`config.mk`:
```
export PLATFORM = sky130hd
export DESIGN_NAME = sdirq_unit
export DESIGN_NICKNAME = d
export VERILOG_FILES = /design/src/rtl/sdirq_pkg.sv /design/src/rtl/sdirq_status_bank.sv /design/src/rtl/sdirq_mask_reg.sv /design/src/rtl/sdirq_irq_gen.sv /design/src/rtl/sdirq_unit.sv
export SDC_FILE = /design/constraint.sdc
export NUM_CORES = 1
export LEC_CHECK = 0
export BUFFER_PORTS_ARGS = -buffer_cell sky130_fd_sc_hd__buf_2
export CORE_MARGIN = 3
export CORE_UTILIZATION = 49
export DETAILED_ROUTE_END_ITERATION = 10
export PLACE_DENSITY = 0.85
export RECOVER_POWER = 100
export SYNTH_ARGS = -nofsm -noshare
export SYNTH_HDL_FRONTEND = slang
export SYNTH_SLANG_ARGS = --single-unit
```
`constraint.sdc`:
```
create_clock -name clk -period 2.5 [get_ports clk]
set_input_delay 0.25 -clock clk [delete_from_list [all_inputs] [get_ports clk]]
set_output_delay 0.25 -clock clk [all_outputs]
set_load 0.1 [all_outputs]
```
`src/rtl/sdirq_pkg.sv`:
```
package sdirq_pkg;

    localparam int unsigned REG_W = 32;

    typedef logic [REG_W-1:0] word_t;

    // latched event bit positions
    localparam int unsigned B_CARD_OUT   = 0;
    localparam int unsigned B_CARD_IN    = 2;
    localparam int unsigned B_RESP_DONE  = 8;
    localparam int unsigned B_DATA_DONE  = 10;
    localparam int unsigned B_IDX_ERR    = 16;
    localparam int unsigned B_CRC_ERR    = 17;
    localparam int unsigned B_STOP_ERR   = 18;
    localparam int unsigned B_DATA_TMO   = 19;
    localparam int unsigned B_RX_OVF     = 20;
    localparam int unsigned B_TX_UNF     = 21;
    localparam int unsigned B_CMD_TMO    = 22;
    localparam int unsigned B_RX_READY   = 24;
    localparam int unsigned B_TX_WANT    = 25;
    localparam int unsigned B_BAD_FUNC   = 29;
    localparam int unsigned B_BAD_ACCESS = 31;

    // live level bit positions
    localparam int unsigned B_WR_PROT    = 5;
    localparam int unsigned B_CARD_SIG   = 7;
    localparam int unsigned B_CMD_BUSY   = 30;

    function automatic word_t bit_at(input int unsigned pos);
        return word_t'(1) << pos;
    endfunction

    localparam word_t LATCH_BITS =
        bit_at(B_CARD_OUT)  | bit_at(B_CARD_IN)   | bit_at(B_RESP_DONE) |
        bit_at(B_DATA_DONE) | bit_at(B_IDX_ERR)   | bit_at(B_CRC_ERR)   |
        bit_at(B_STOP_ERR)  | bit_at(B_DATA_TMO)  | bit_at(B_RX_OVF)    |
        bit_at(B_TX_UNF)    | bit_at(B_CMD_TMO)   | bit_at(B_RX_READY)  |
        bit_at(B_TX_WANT)   | bit_at(B_BAD_FUNC)  | bit_at(B_BAD_ACCESS);

    localparam word_t LIVE_BITS =
        bit_at(B_WR_PROT) | bit_at(B_CARD_SIG) | bit_at(B_CMD_BUSY);

    typedef enum logic {
        SEL_STATUS = 1'b0,
        SEL_MASK   = 1'b1
    } reg_sel_e;

    typedef struct packed {
        logic cmd_busy;
        logic wr_prot;
        logic card_sig;
    } live_t;

    typedef struct packed {
        logic     wr;
        logic     rd;
        reg_sel_e sel;
        word_t    wdata;
    } bus_req_t;

    // place the live levels at their bit positions
    function automatic word_t live_word(input live_t lv);
        word_t w;
        w = '0;
        w[B_WR_PROT]  = lv.wr_prot;
        w[B_CARD_SIG] = lv.card_sig;
        w[B_CMD_BUSY] = lv.cmd_busy;
        return w;
    endfunction

    // acknowledge rule: written zero clears, written one keeps, event sets
    function automatic word_t ack_merge(input word_t cur, input word_t keep,
                                        input word_t setv);
        return (cur & keep) | setv;
    endfunction

endpackage

```
`src/rtl/sdirq_status_bank.sv`:
```
module sdirq_status_bank
    import sdirq_pkg::*;
#(
    parameter int unsigned W      = REG_W,
    parameter word_t       LATCH  = LATCH_BITS
) (
    input  logic         clk,
    input  logic         rst,
    input  logic [W-1:0] ev_i,
    input  logic         ack_wr_i,
    input  logic [W-1:0] ack_data_i,
    output logic [W-1:0] sts_o
);

    logic [W-1:0] sts_q;
    logic [W-1:0] keep_w;
    logic [W-1:0] set_w;

    always_comb begin
        keep_w = ack_wr_i ? ack_data_i : '1;
        set_w  = ev_i & LATCH;
    end

    always_ff @(posedge clk) begin
        if (rst) begin
            sts_q <= '0;
        end else begin
            sts_q <= ack_merge(sts_q, keep_w, set_w) & LATCH;
        end
    end

    assign sts_o = sts_q;

    generate
        for (genvar b = 0; b < W; b++) begin : g_bit
            if (LATCH[b]) begin : g_latched
                AST_EVENT_SETS: assert property (@(posedge clk) disable iff (rst)
                    ev_i[b] |=> sts_q[b]);
                AST_SET_BEATS_ACK: assert property (@(posedge clk) disable iff (rst)
                    (ev_i[b] && ack_wr_i && !ack_data_i[b]) |=> sts_q[b]);
                AST_ZERO_CLEARS: assert property (@(posedge clk) disable iff (rst)
                    (ack_wr_i && !ack_data_i[b] && !ev_i[b]) |=> !sts_q[b]);
                AST_ONE_KEEPS: assert property (@(posedge clk) disable iff (rst)
                    (ack_wr_i && ack_data_i[b] && !ev_i[b]) |=> $stable(sts_q[b]));
            end else begin : g_unused
                AST_NEVER_LATCH: assert property (@(posedge clk) disable iff (rst)
                    ev_i[b] |=> !sts_o[b]);
            end
        end
    endgenerate

endmodule

```
`src/rtl/sdirq_mask_reg.sv`:
```
module sdirq_mask_reg
    import sdirq_pkg::*;
#(
    parameter int unsigned W     = REG_W,
    parameter word_t       VALID = LATCH_BITS
) (
    input  logic         clk,
    input  logic         rst,
    input  logic         wr_i,
    input  logic [W-1:0] wdata_i,
    output logic [W-1:0] mask_o
);

    logic [W-1:0] mask_q;

    always_ff @(posedge clk) begin
        if (rst) begin
            mask_q <= VALID;
        end else if (wr_i) begin
            mask_q <= wdata_i & VALID;
        end
    end

    assign mask_o = mask_q;

    AST_MASK_STORE: assert property (@(posedge clk) disable iff (rst)
        wr_i |=> (mask_o == ($past(wdata_i) & VALID)));
    AST_MASK_HOLD: assert property (@(posedge clk) disable iff (rst)
        !wr_i |=> $stable(mask_o));

endmodule

```
`src/rtl/sdirq_irq_gen.sv`:
```
module sdirq_irq_gen
    import sdirq_pkg::*;
#(
    parameter int unsigned W     = REG_W,
    parameter word_t       VALID = LATCH_BITS
) (
    input  logic         clk,
    input  logic         rst,
    input  logic [W-1:0] sts_i,
    input  logic [W-1:0] mask_i,
    output logic         irq_o
);

    logic [W-1:0] pend_w;
    logic         irq_q;

    assign pend_w = sts_i & VALID & ~mask_i;

    always_ff @(posedge clk) begin
        if (rst) begin
            irq_q <= 1'b0;
        end else begin
            irq_q <= |pend_w;
        end
    end

    assign irq_o = irq_q;

endmodule

```
`src/rtl/sdirq_unit.sv`:
```
module sdirq_unit
    import sdirq_pkg::*;
#(
    parameter int unsigned W     = REG_W,
    parameter word_t       LATCH = LATCH_BITS,
    parameter word_t       LIVE  = LIVE_BITS
) (
    input  logic         clk,
    input  logic         rst,
    input  logic [W-1:0] evt_i,
    input  logic         cmd_busy_i,
    input  logic         wr_prot_i,
    input  logic         card_sig_i,
    input  logic         reg_wr_i,
    input  logic         reg_rd_i,
    input  logic         reg_sel_i,
    input  logic [W-1:0] reg_wdata_i,
    output logic [W-1:0] reg_rdata_o,
    output logic         irq_o
);

    bus_req_t     req;
    live_t        lv;
    logic [W-1:0] sts_w;
    logic [W-1:0] mask_w;
    logic [W-1:0] rdata_q;
    logic [W-1:0] status_view;

    always_comb begin
        req.wr    = reg_wr_i;
        req.rd    = reg_rd_i;
        req.sel   = reg_sel_e'(reg_sel_i);
        req.wdata = reg_wdata_i;
        lv.cmd_busy = cmd_busy_i;
        lv.wr_prot  = wr_prot_i;
        lv.card_sig = card_sig_i;
    end

    assign status_view = sts_w | (live_word(lv) & LIVE);

    sdirq_status_bank #(.W(W), .LATCH(LATCH)) u_status (
        .clk        (clk),
        .rst        (rst),
        .ev_i       (evt_i),
        .ack_wr_i   (req.wr && req.sel == SEL_STATUS),
        .ack_data_i (req.wdata),
        .sts_o      (sts_w)
    );

    sdirq_mask_reg #(.W(W), .VALID(LATCH)) u_mask (
        .clk     (clk),
        .rst     (rst),
        .wr_i    (req.wr && req.sel == SEL_MASK),
        .wdata_i (req.wdata),
        .mask_o  (mask_w)
    );

    sdirq_irq_gen #(.W(W), .VALID(LATCH)) u_irq (
        .clk    (clk),
        .rst    (rst),
        .sts_i  (sts_w),
        .mask_i (mask_w),
        .irq_o  (irq_o)
    );

    always_ff @(posedge clk) begin
        if (rst) begin
            rdata_q <= '0;
        end else if (req.rd) begin
            rdata_q <= (req.sel == SEL_MASK) ? mask_w : status_view;
        end
    end

    assign reg_rdata_o = rdata_q;

    AST_IRQ_RISE: assert property (@(posedge clk) disable iff (rst)
        ((sts_w & ~mask_w) != '0) |=> irq_o);
    AST_IRQ_FALL: assert property (@(posedge clk) disable iff (rst)
        ((sts_w & ~mask_w) == '0) |=> !irq_o);
    AST_LIVE_BUSY: assert property (@(posedge clk) disable iff (rst)
        (reg_rd_i && !reg_sel_i) |=> (reg_rdata_o[B_CMD_BUSY] == $past(cmd_busy_i)));
    AST_STATUS_CLEAN: assert property (@(posedge clk) disable iff (rst)
        (reg_rd_i && !reg_sel_i) |=> ((reg_rdata_o & ~(LATCH | LIVE)) == '0));
    AST_RDATA_HOLD: assert property (@(posedge clk) disable iff (rst)
        !reg_rd_i |=> $stable(reg_rdata_o));

endmodule

```
==> results.toml, run 1 <==
[route]
drt_iter0_drc = 83
first_pass_iters = 4
antenna_left = 0
wirelength_um = 4460
routedWlPerCell_um = 13.4
route.vias.total = 1707
via_per_inst = 5.13
drc = 0

[floorplanning]
fp-row-count = 23
ioPinCount = 105
die-area_um2 = 5100
start_util_pct = 51.6
die_h_um = 71.4
die_x_um = 71.4
coreArea_um2 = 4060

[timing]
worst-slew-pin-transition_ns = 1.17
hold_viol = 0
fin_setup_tns_ns = 0
finalSetupViolCount = 0
rsz0062_at_grt = "false"
fmax_mhz = 561
setup_slack_ns = 0.717
finalCritPeriodShare_pct = 71.3
slew_violations = 0
min_period_ns = 1.78
slew_headroom_pct = 22.3
clock_skew_ns = 0.00491

[min_path]
hp-start = "cmd_busy_i"
holdPathStages = 3
holdPathEnd = "reg_rdata_o[30]"
min_path_type = "in2reg"

[synthesis]
ys_warn_count = 0
synth-main-ff-cell = "dfxtp_1"
synth_top_area_share_pct = 46.8
synth_compound_area_share_pct = 22.2
synthCells = 236
synth_seq_area_share_pct = 46.8
synth_top_family_by_area = "compound AO/OA/AOI/OAI gates"
synth_edf_count = 0
yosys-top-cells-area = "dfxtp_1 47%, mux2i_1 7.2%, a211o_1 6.3%"
synth.cell_area_um2 = 2100
syn_avg_cell_area_um2 = 8.88
async_flop_share_pct = 0
synth.area.mux_share_pct = 7.16
yosysUniqueCellTypes = 23
synth-xor-area-share_pct = 0
synthSimpleGateAreaFrac_pct = 9.67
yosys.area.top_type = "dfxtp_1"
synthAdderAreaFrac_pct = 0
synth_seq_cells = 49

[final_layout]
final_area_um2 = 2380
fin_nets = 354
area_growth_pct = 13.8
n_antenna_cell = 0
drive_gt1_share_pct = 15.9
stdcell_count = 333

[flow_run]
max_cap_viol_count = 0

[power_and_ir_drop]
powerDensity_nw_per_um2 = 768
ir_drop_v = 0.000375
p_leak_nw = 1.17

[global_routing]
grt-ovfl-total = 0
grt_pass1_vias = 1516
grt_first_pass_wirelength_um = 7050
grt_max_degree = 50
grt_antenna_before_repair = 0
gr-usage-all-layers_pct = 17.7

[placed_design]
place_area_um2 = 2310
dp_slack_ns = 0.623
place_inst = 325
place.gp.congestion = 0.769
numPortBuffers = 56
dp_hpwl_um = 3130

[setup_path]
critPathMaxStageDelay_ns = 0.87
regToRegSetupSlack_ns = 1.37
cp_slowest_cell = "clkbuf_1"
critPathTopFamily = "buffers and inverters"
end_kind = "output pin"
path_class = "reg2out"
timing.rr.end = "u_irq.irq_o"
worst_setup_path_start_kind = "flop"
crit_buf_inv = 1
critPathArrivalTime_ns = 1.53
cp_cell_sequence = "clkbuf_1"
reg2regPathDepth = 3
critPathRequiredTime_ns = 2.25
r2r-start = "u_mask.mask_o[8]"
worstPathMaxFanout = 2

[cts]
clock-sinks = 49
clk_pin_slew_ns = 0.09
cts_resized = 0
cts_tree = "built"
hold_buffers = 0
clk_latency_ns = 0.30
htreeDepth = 2
cts_root_buf = "clkbuf_8"
max-clock-path-buffers = 2
cts-buffers-inserted = 5
post-cts-setup-buffers = 0

[status]
status = "finished, final reports clean"
==> flip-flops by register name (all words and copies together) (netlist names) <==
register / count
u_mask.mask_o: 15
reg_rdata_o: 18
u_irq.irq_o: 1
u_status.sts_o: 15
==> how the worst max path moves through the flow <==
| stage | startpoint | end | slack [ns] | depth (start not counted) |
|---|---|---|---|---|
| final | reg_rdata_o[19] | reg_rdata_o[19] | 0.72 | 1 |
| after global routing | reg_rdata_o[19] | reg_rdata_o[19] | 0.67 | 1 |
| after CTS | reg_sel_i | u_mask.mask_o[31] | 0.94 | 3 |
| after detailed placement | reg_sel_i | u_mask.mask_o[31] | 0.62 | 3 |
| after global placement | reg_sel_i | u_mask.mask_o[20] | 0.66 | 3 |
| after floorplan | reg_rdata_o[31] | reg_rdata_o[31] | 1.18 | 2 |
==> metrics by stage <==
step / total power [mW] / hold WS, ns / util (%)
after floorplan: 1.29 / 0.379 / -
after global placement: 1.35 / 0.468 / 56.9
after detailed placement: 1.36 / 0.476 / 56.9
after CTS: 1.85 / 0.158 / 59.4
after global routing: 1.92 / 0.157 / 58.8
final: 1.83 / 0.165 / 58.8
==> placed cells by master (no fill, tap or decap) <==
cell       n
a211o_1   15
a211oi_1  15
a21oi_1   18
a221oi_1   1
a222oi_1   1
a31oi_1    1
and3_1    15
buf_2     37
clkbuf_1  19
clkbuf_8   7
clkinv_2   1
conb_1    14
dfxtp_1   49
inv_1     30
mux2i_1   15
nand2_1    1
nand2b_1   1
nor2_1    18
nor2b_1    4
nor4_1     1
o21ai_0   15
o22ai_1    5
==> power by group <==
part           switching (mW)  internal [mW]
sequential             0.0359          0.838
combinational           0.366         0.0905
clock                   0.250          0.250
total                   0.653           1.18
==> per-layer routing <==
metal	GRT usage [%]	wire, um	up-vias
met5	0	0	-
met4	7.72	93	0
met3	5.05	283	8
met2	27.7	2060	51
met1	22.8	2030	770
li1	-	-	878
==> synthesized netlist by cell type (all sizes together), types with 4 or more instances <==
cell type and number:
dfxtp 49, and3 15, a21oi 18, nor2 18, mux2i 15, inv 30, a211o 15, o21ai 15
buf 23, nor2b 4, a211oi 15, clkbuf 7, o22ai 5
==> area by class of cell <==
| type | instances | area [um2] |
|---|---|---|
| Clock buffer | 7 | 96.3 |
| Clock inverter | 1 | 5.00 |
| Fill cell | 388 | 1670 |
| Inverter | 30 | 113 |
| Multi-Input combinational cell | 140 | 871 |
| Sequential cell | 49 | 981 |
| Tap cell | 50 | 62.6 |
| Timing Repair Buffer | 56 | 256 |
==> cell families after synthesis <==
logic type             after synthesis
and+or+nand+nor                     40
AOI/OAI and AO/OA                   71
muxes                               15
other                                1
DFF                                 49
buffers and inverters               60
Power figures use the tool's default switching activity.
==> inputs of run 2 (changes only) <==
ABC_AREA = 1   (was unset)
CORE_UTILIZATION = 41   (was 49)
PLACE_DENSITY = 0.76   (was 0.85)
clock period = 1.57 ns   (was 2.5 ns; I/O delays follow)
==> run 2 against run 1 <==
Net effect:
- die area grew 19%
- sequential power grew 57%
- worst hold slack lost 0.084 ns
- count of clock-buffer cells in the layout grew 1
- highest routed layer unchanged
- utilization shrank 8.9 points
- global-route usage shrank 2.0 points
- design area grew 2.0%
- cell count grew 18%
- via count grew 9.3%
- critical path depth is the same
- largest power group unchanged
==> results.toml, run 2 <==
[setup_path]
cp_cell_sequence = "clkbuf_2"
critPathArrivalTime_ns = 1.12
timing.rr.end = "u_irq.irq_o"
worstPathMaxFanout = 2
end_kind = "output pin"
critPathMaxStageDelay_ns = 0.47
cp-endpoint = "reg_rdata_o[18]"
critPathTopFamily = "buffers and inverters"
worstSetupPathDepth = 1
cp_slowest_cell = "clkbuf_2"
critPathRequiredTime_ns = 1.41
r2r-start = "u_mask.mask_o[24]"
crit_buf_inv = 1
regToRegSetupSlack_ns = 0.64
path_class = "reg2out"
worst_setup_path_start_kind = "flop"
critical_path.startpoint = "reg_rdata_o[18]"
reg2regPathDepth = 7

[final_layout]
fin_nets = 398
nFillCells = 506
multi_input_area_um2 = 798
drive_gt1_share_pct = 19.9
n_antenna_cell = 0
layout_commonest_cell = "dfxtp_1"
regArea_um2 = 981
area_growth_pct = 14.5
largest_reg_flops = 18
final_cell_mix = "49 x dfxtp_1, 48 x inv_1, 45 x nand2_1, 36 x buf_2, 32 x a21oi_1"

[floorplanning]
die-area_um2 = 6080
start_util_pct = 43.6
die_x_um = 78.0
fp-row-count = 25
ioPinCount = 105
coreArea_um2 = 4880
die_h_um = 78.0

[global_routing]
grt_antenna_before_repair = 0
gr-usage-all-layers_pct = 15.7
grt_first_pass_wirelength_um = 7630
grt_pass1_vias = 1677
grt_max_degree = 32
grt-ovfl-total = 0

[synthesis]
netlist_top_cells_count = "49 x dfxtp_1, 46 x inv_1, 44 x nand2_1, 32 x a21oi_1, 30 x o211ai_1"
synth_edf_count = 0
ys_warn_count = 0
yosys-top-cells-area = "dfxtp_1 46%, o211ai_1 11%, inv_1 8.1%"
synthCells = 275
synth_seq_area_share_pct = 46.1
synth-main-ff-cell = "dfxtp_1"
yosys.area.top_type = "dfxtp_1"
synth_seq_cells = 49
yosysUniqueCellTypes = 16
syn_avg_cell_area_um2 = 7.73
synth_top_area_share_pct = 46.1
synth.most_common_cell = "dfxtp_1"
synth.cell_area_um2 = 2130
async_flop_share_pct = 0

[flow_run]
max_cap_viol_count = 0

[timing]
fin_setup_tns_ns = 0
clock_skew_ns = 0.00359
worst-slew-pin-transition_ns = 0.889
rsz0062_at_grt = "false"
slew_violations = 0
hold_viol = 0
finalCritPeriodShare_pct = 81.5
slew_headroom_pct = 40.7
min_period_ns = 1.28
fmax_mhz = 781
finalSetupViolCount = 0

[cts]
cts_resized = 0
clk_pin_slew_ns = 0.08
cts_root_buf = "clkbuf_8"
clk_latency_ns = 0.29
cts_tree = "built"
htreeDepth = 2
clock-sinks = 49
post-cts-setup-buffers = 0
max-clock-path-buffers = 2
hold_buffers = 0
cts-buffers-inserted = 5

[power_and_ir_drop]
powerDensity_nw_per_um2 = 1150
ir_drop_v = 0.000570
finalPower_mw = 2.80
p_leak_nw = 1.30

[placed_design]
numPortBuffers = 56
dp_hpwl_um = 3170
place.gp.congestion = 0.706

[route]
wirelength_um = 4670
first_pass_iters = 5
drt_iter0_drc = 65
via_per_inst = 4.74
antenna_left = 0
route.vias.total = 1866
routedWlPerCell_um = 11.8
drc = 0

[status]
status = "finished, final reports clean"

[min_path]
min_path_type = "in2reg"
## run 2: cell count changes after synthesis, sizes merged, moves of 5 or more
cell	change
nand2	+44
o211ai	+30
inv	+19
a211o	-15
a211oi	-15
and3	-15
mux2i	-15
a21oi	+14
o21ai	+14
nor2	-11
clkbuf	-5
o22ai	-5
## run 2: metrics by stage
step | hold slack, ns | area (um2) | util (%) | setup slack, ns | cells
floorplan | 0.270 | 2170 | - | 0.322 | 288
global placement | 0.378 | 2360 | 48.4 | 0.520 | 386
detailed placement | 0.389 | 2360 | 48.4 | 0.487 | 386
CTS | 0.0703 | 2440 | 50.0 | 0.324 | 394
global route | 0.0784 | 2430 | 49.9 | 0.253 | 394
finish | 0.0817 | 2430 | 49.9 | 0.290 | 394
## run 2: worst min path at each step
stage / start / endpoint / slack (ns) / cells past startpoint
6_report: reg_wdata_i[8] / u_mask.mask_o[8] / 0.08 / 3
5_1_grt: evt_i[24] / u_status.sts_o[24] / 0.08 / 3
4_1_cts: reg_wdata_i[8] / u_mask.mask_o[8] / 0.07 / 3
3_5_place_dp: reg_wdata_i[8] / u_mask.mask_o[8] / 0.39 / 3
3_3_place_gp: reg_wdata_i[8] / u_mask.mask_o[8] / 0.38 / 3
2_1_floorplan: reg_wdata_i[8] / u_mask.mask_o[8] / 0.27 / 2
## run 2: routing by layer
layer | vias to the layer above | wire [um] | track usage, %
met5 | - | 0 | 0
met4 | 0 | 21 | 6.12
met2 | 47 | 2220 | 24.7
met1 | 851 | 2190 | 20.7
li1 | 965 | - | -
met3 | 3 | 240 | 3.94
## run 2: cells by family (layout without fill, tap and decap cells)
logic type,after synthesis,after routing,share of synthesized area (%)
DFF,49,49,46.1
and+or+nand+nor,56,56,10.2
AOI/OAI and AO/OA,91,91,25.0
other,1,14,0.176
buffers and inverters,78,117,18.5
## run 2: layout make-up
type                            count  area share (%)
Clock buffer                        8            3.29
Inverter                           49            7.56
Timing Repair Buffer               60            12.6
Tap cell                           67            3.44
Sequential cell                    49            40.3
Multi-Input combinational cell    161            32.8
## run 2: report_power, final
part	switching [mW]	total (mW)	internal (mW)
clock	0.379	0.696	0.317
combinational	0.592	0.729	0.137
sequential	0.0427	1.37	1.33
total	1.01	2.80	1.79
==> inputs of run 3 (changes only) <==
clock period = 1.1 ns   (was 1.57 ns; I/O delays follow)
==> run 3 against run 2 <==
Net effect:
- wire length is 6.1% higher
- clock skew shrank 0.00063 ns
- sequential power is 45% higher
- sequential share of layout area down 2.6 points
- critical path depth did not move
- cell count rose by 0.51%
- sequential cell count unchanged
- critical endpoint is now reg_rdata_o[20]
- largest power group unchanged
==> results.toml, run 3 (synthesis gave the netlist of run 2 again) <==
[cts]
hold_buffers = 0
post-cts-setup-buffers = 0
cts_root_buf = "clkbuf_8"
cts_resized = 0
clk_latency_ns = 0.30
htreeDepth = 2
clk_pin_slew_ns = 0.09
clock-sinks = 49
cts-buffers-inserted = 5
cts_tree = "built"
max-clock-path-buffers = 2

[setup_path]
end_kind = "output pin"
path_class = "reg2out"
critPathRequiredTime_ns = 0.99
worstSetupPathDepth = 1
cp_slowest_cell = "dfxtp_2"
worstPathMaxFanout = 2
regToRegSetupSlack_ns = 0.20
r2r-start = "u_mask.mask_o[29]"
critPathMaxStageDelay_ns = 0.34
cp-endpoint = "reg_rdata_o[20]"
reg2regPathDepth = 7
critPathArrivalTime_ns = 0.92
timing.rr.end = "u_irq.irq_o"
cp_cell_sequence = "buf_4"
critical_path.startpoint = "reg_rdata_o[20]"
worst_setup_path_start_kind = "flop"
crit_buf_inv = 1
critPathTopFamily = "flip-flops"

[final_layout]
nFillCells = 509
layout_commonest_cell = "inv_1"
fin_nets = 400
n_antenna_cell = 0
final_cell_mix = "46 x inv_1, 45 x nand2_1, 36 x buf_2, 34 x dfxtp_1, 32 x a21oi_1"
area_growth_pct = 24.7
drive_gt1_share_pct = 26.1
largest_reg_flops = 18
stdcell_count = 396
final_area_um2 = 2650

[floorplanning]
start_util_pct = 43.6
fp-row-count = 25
coreArea_um2 = 4880
die-area_um2 = 6080
die_h_um = 78.0
ioPinCount = 105
die_x_um = 78.0

[route]
antenna_left = 0
routedWlPerCell_um = 12.5
route.vias.total = 1882
drc = 0
via_per_inst = 4.75
first_pass_iters = 4
wirelength_um = 4950
drt_iter0_drc = 75

[placed_design]
numPortBuffers = 56
place.gp.congestion = 0.749
place_area_um2 = 2710
dp_hpwl_um = 3540
place_inst = 388

[global_routing]
grt-ovfl-total = 0
gr-usage-all-layers_pct = 17.0
grt_pass1_vias = 1808
grt_first_pass_wirelength_um = 8240
grt_max_degree = 30
grt_antenna_before_repair = 0

[timing]
fin_setup_tns_ns = 0
slew_violations = 0
finalCritPeriodShare_pct = 94.1
fmax_mhz = 966
clock_skew_ns = 0.00296
whs_ns = 0.0228
finalSetupViolCount = 0
hold_viol = 0
rsz0062_at_grt = "false"
min_period_ns = 1.03

[power_and_ir_drop]
powerDensity_nw_per_um2 = 1670
ir_drop_v = 0.00117
p_leak_nw = 1.37
finalPower_mw = 4.43

[min_path]
hp-start = "reg_wdata_i[8]"
min_path_type = "in2reg"
holdPathStages = 3

[status]
status = "finished, final reports clean"

[flow_run]
max_cap_viol_count = 0
run 3: area by class of cell:
| cell class | count | area [um2] | share of cell area, % |
|---|---|---|---|
| Tap cell | 67 | 83.8 | 3.16 |
| Timing Repair Buffer | 62 | 469 | 17.7 |
| Sequential cell | 49 | 1000 | 37.7 |
| Clock inverter | 1 | 30.0 | 1.13 |
| Clock buffer | 7 | 86.3 | 3.26 |
| Multi-Input combinational cell | 161 | 798 | 30.1 |
| Inverter | 49 | 184 | 6.94 |
run 3: how the worst min path moves through the flow:
stage | to | slack (ns)
after floorplan | u_mask.mask_o[8] | 0.22
after global placement | u_mask.mask_o[8] | 0.33
after detailed placement | u_mask.mask_o[8] | 0.33
after CTS | u_mask.mask_o[8] | 0.01
after global routing | u_mask.mask_o[8] | 0.02
final | u_mask.mask_o[8] | 0.02
run 3: through the flow:
step	worst slack [ns]	util [%]
after global routing	0.0545	54.3
final	0.0653	54.3
after detailed placement	0.0727	55.5
after CTS	0.135	57.9
after floorplan	0.0810	-
after global placement	0.124	55.5
run 3: worst reg2reg max path, cell delays in order, from the launching register on:
cell and delay [ns]:
dfxtp_1 0.32, inv_1 0.06, nand2_1 0.07, nand2_1 0.05
nor2_1 0.08, nand2_1 0.06, nor2_1 0.10, nor2_1 0.05
run 3: power breakdown:
group          leakage, nW  switching, mW  total [mW]  internal, mW
Sequential           0.412         0.0744        1.98          1.91
Clock               0.0585          0.576        1.32         0.741
Combinational        0.903          0.850        1.12         0.274
Total                 1.37           1.50        4.43          2.93
run 3: routing by layer:
layer  share of wire, %  global-route usage, %  routed length, um
met1                 43                   20.3               2150
met5                  0                      0                  0
met3                6.0                   4.06                295
met2                 50                   30.0               2460
met4                1.1                   5.07                 53
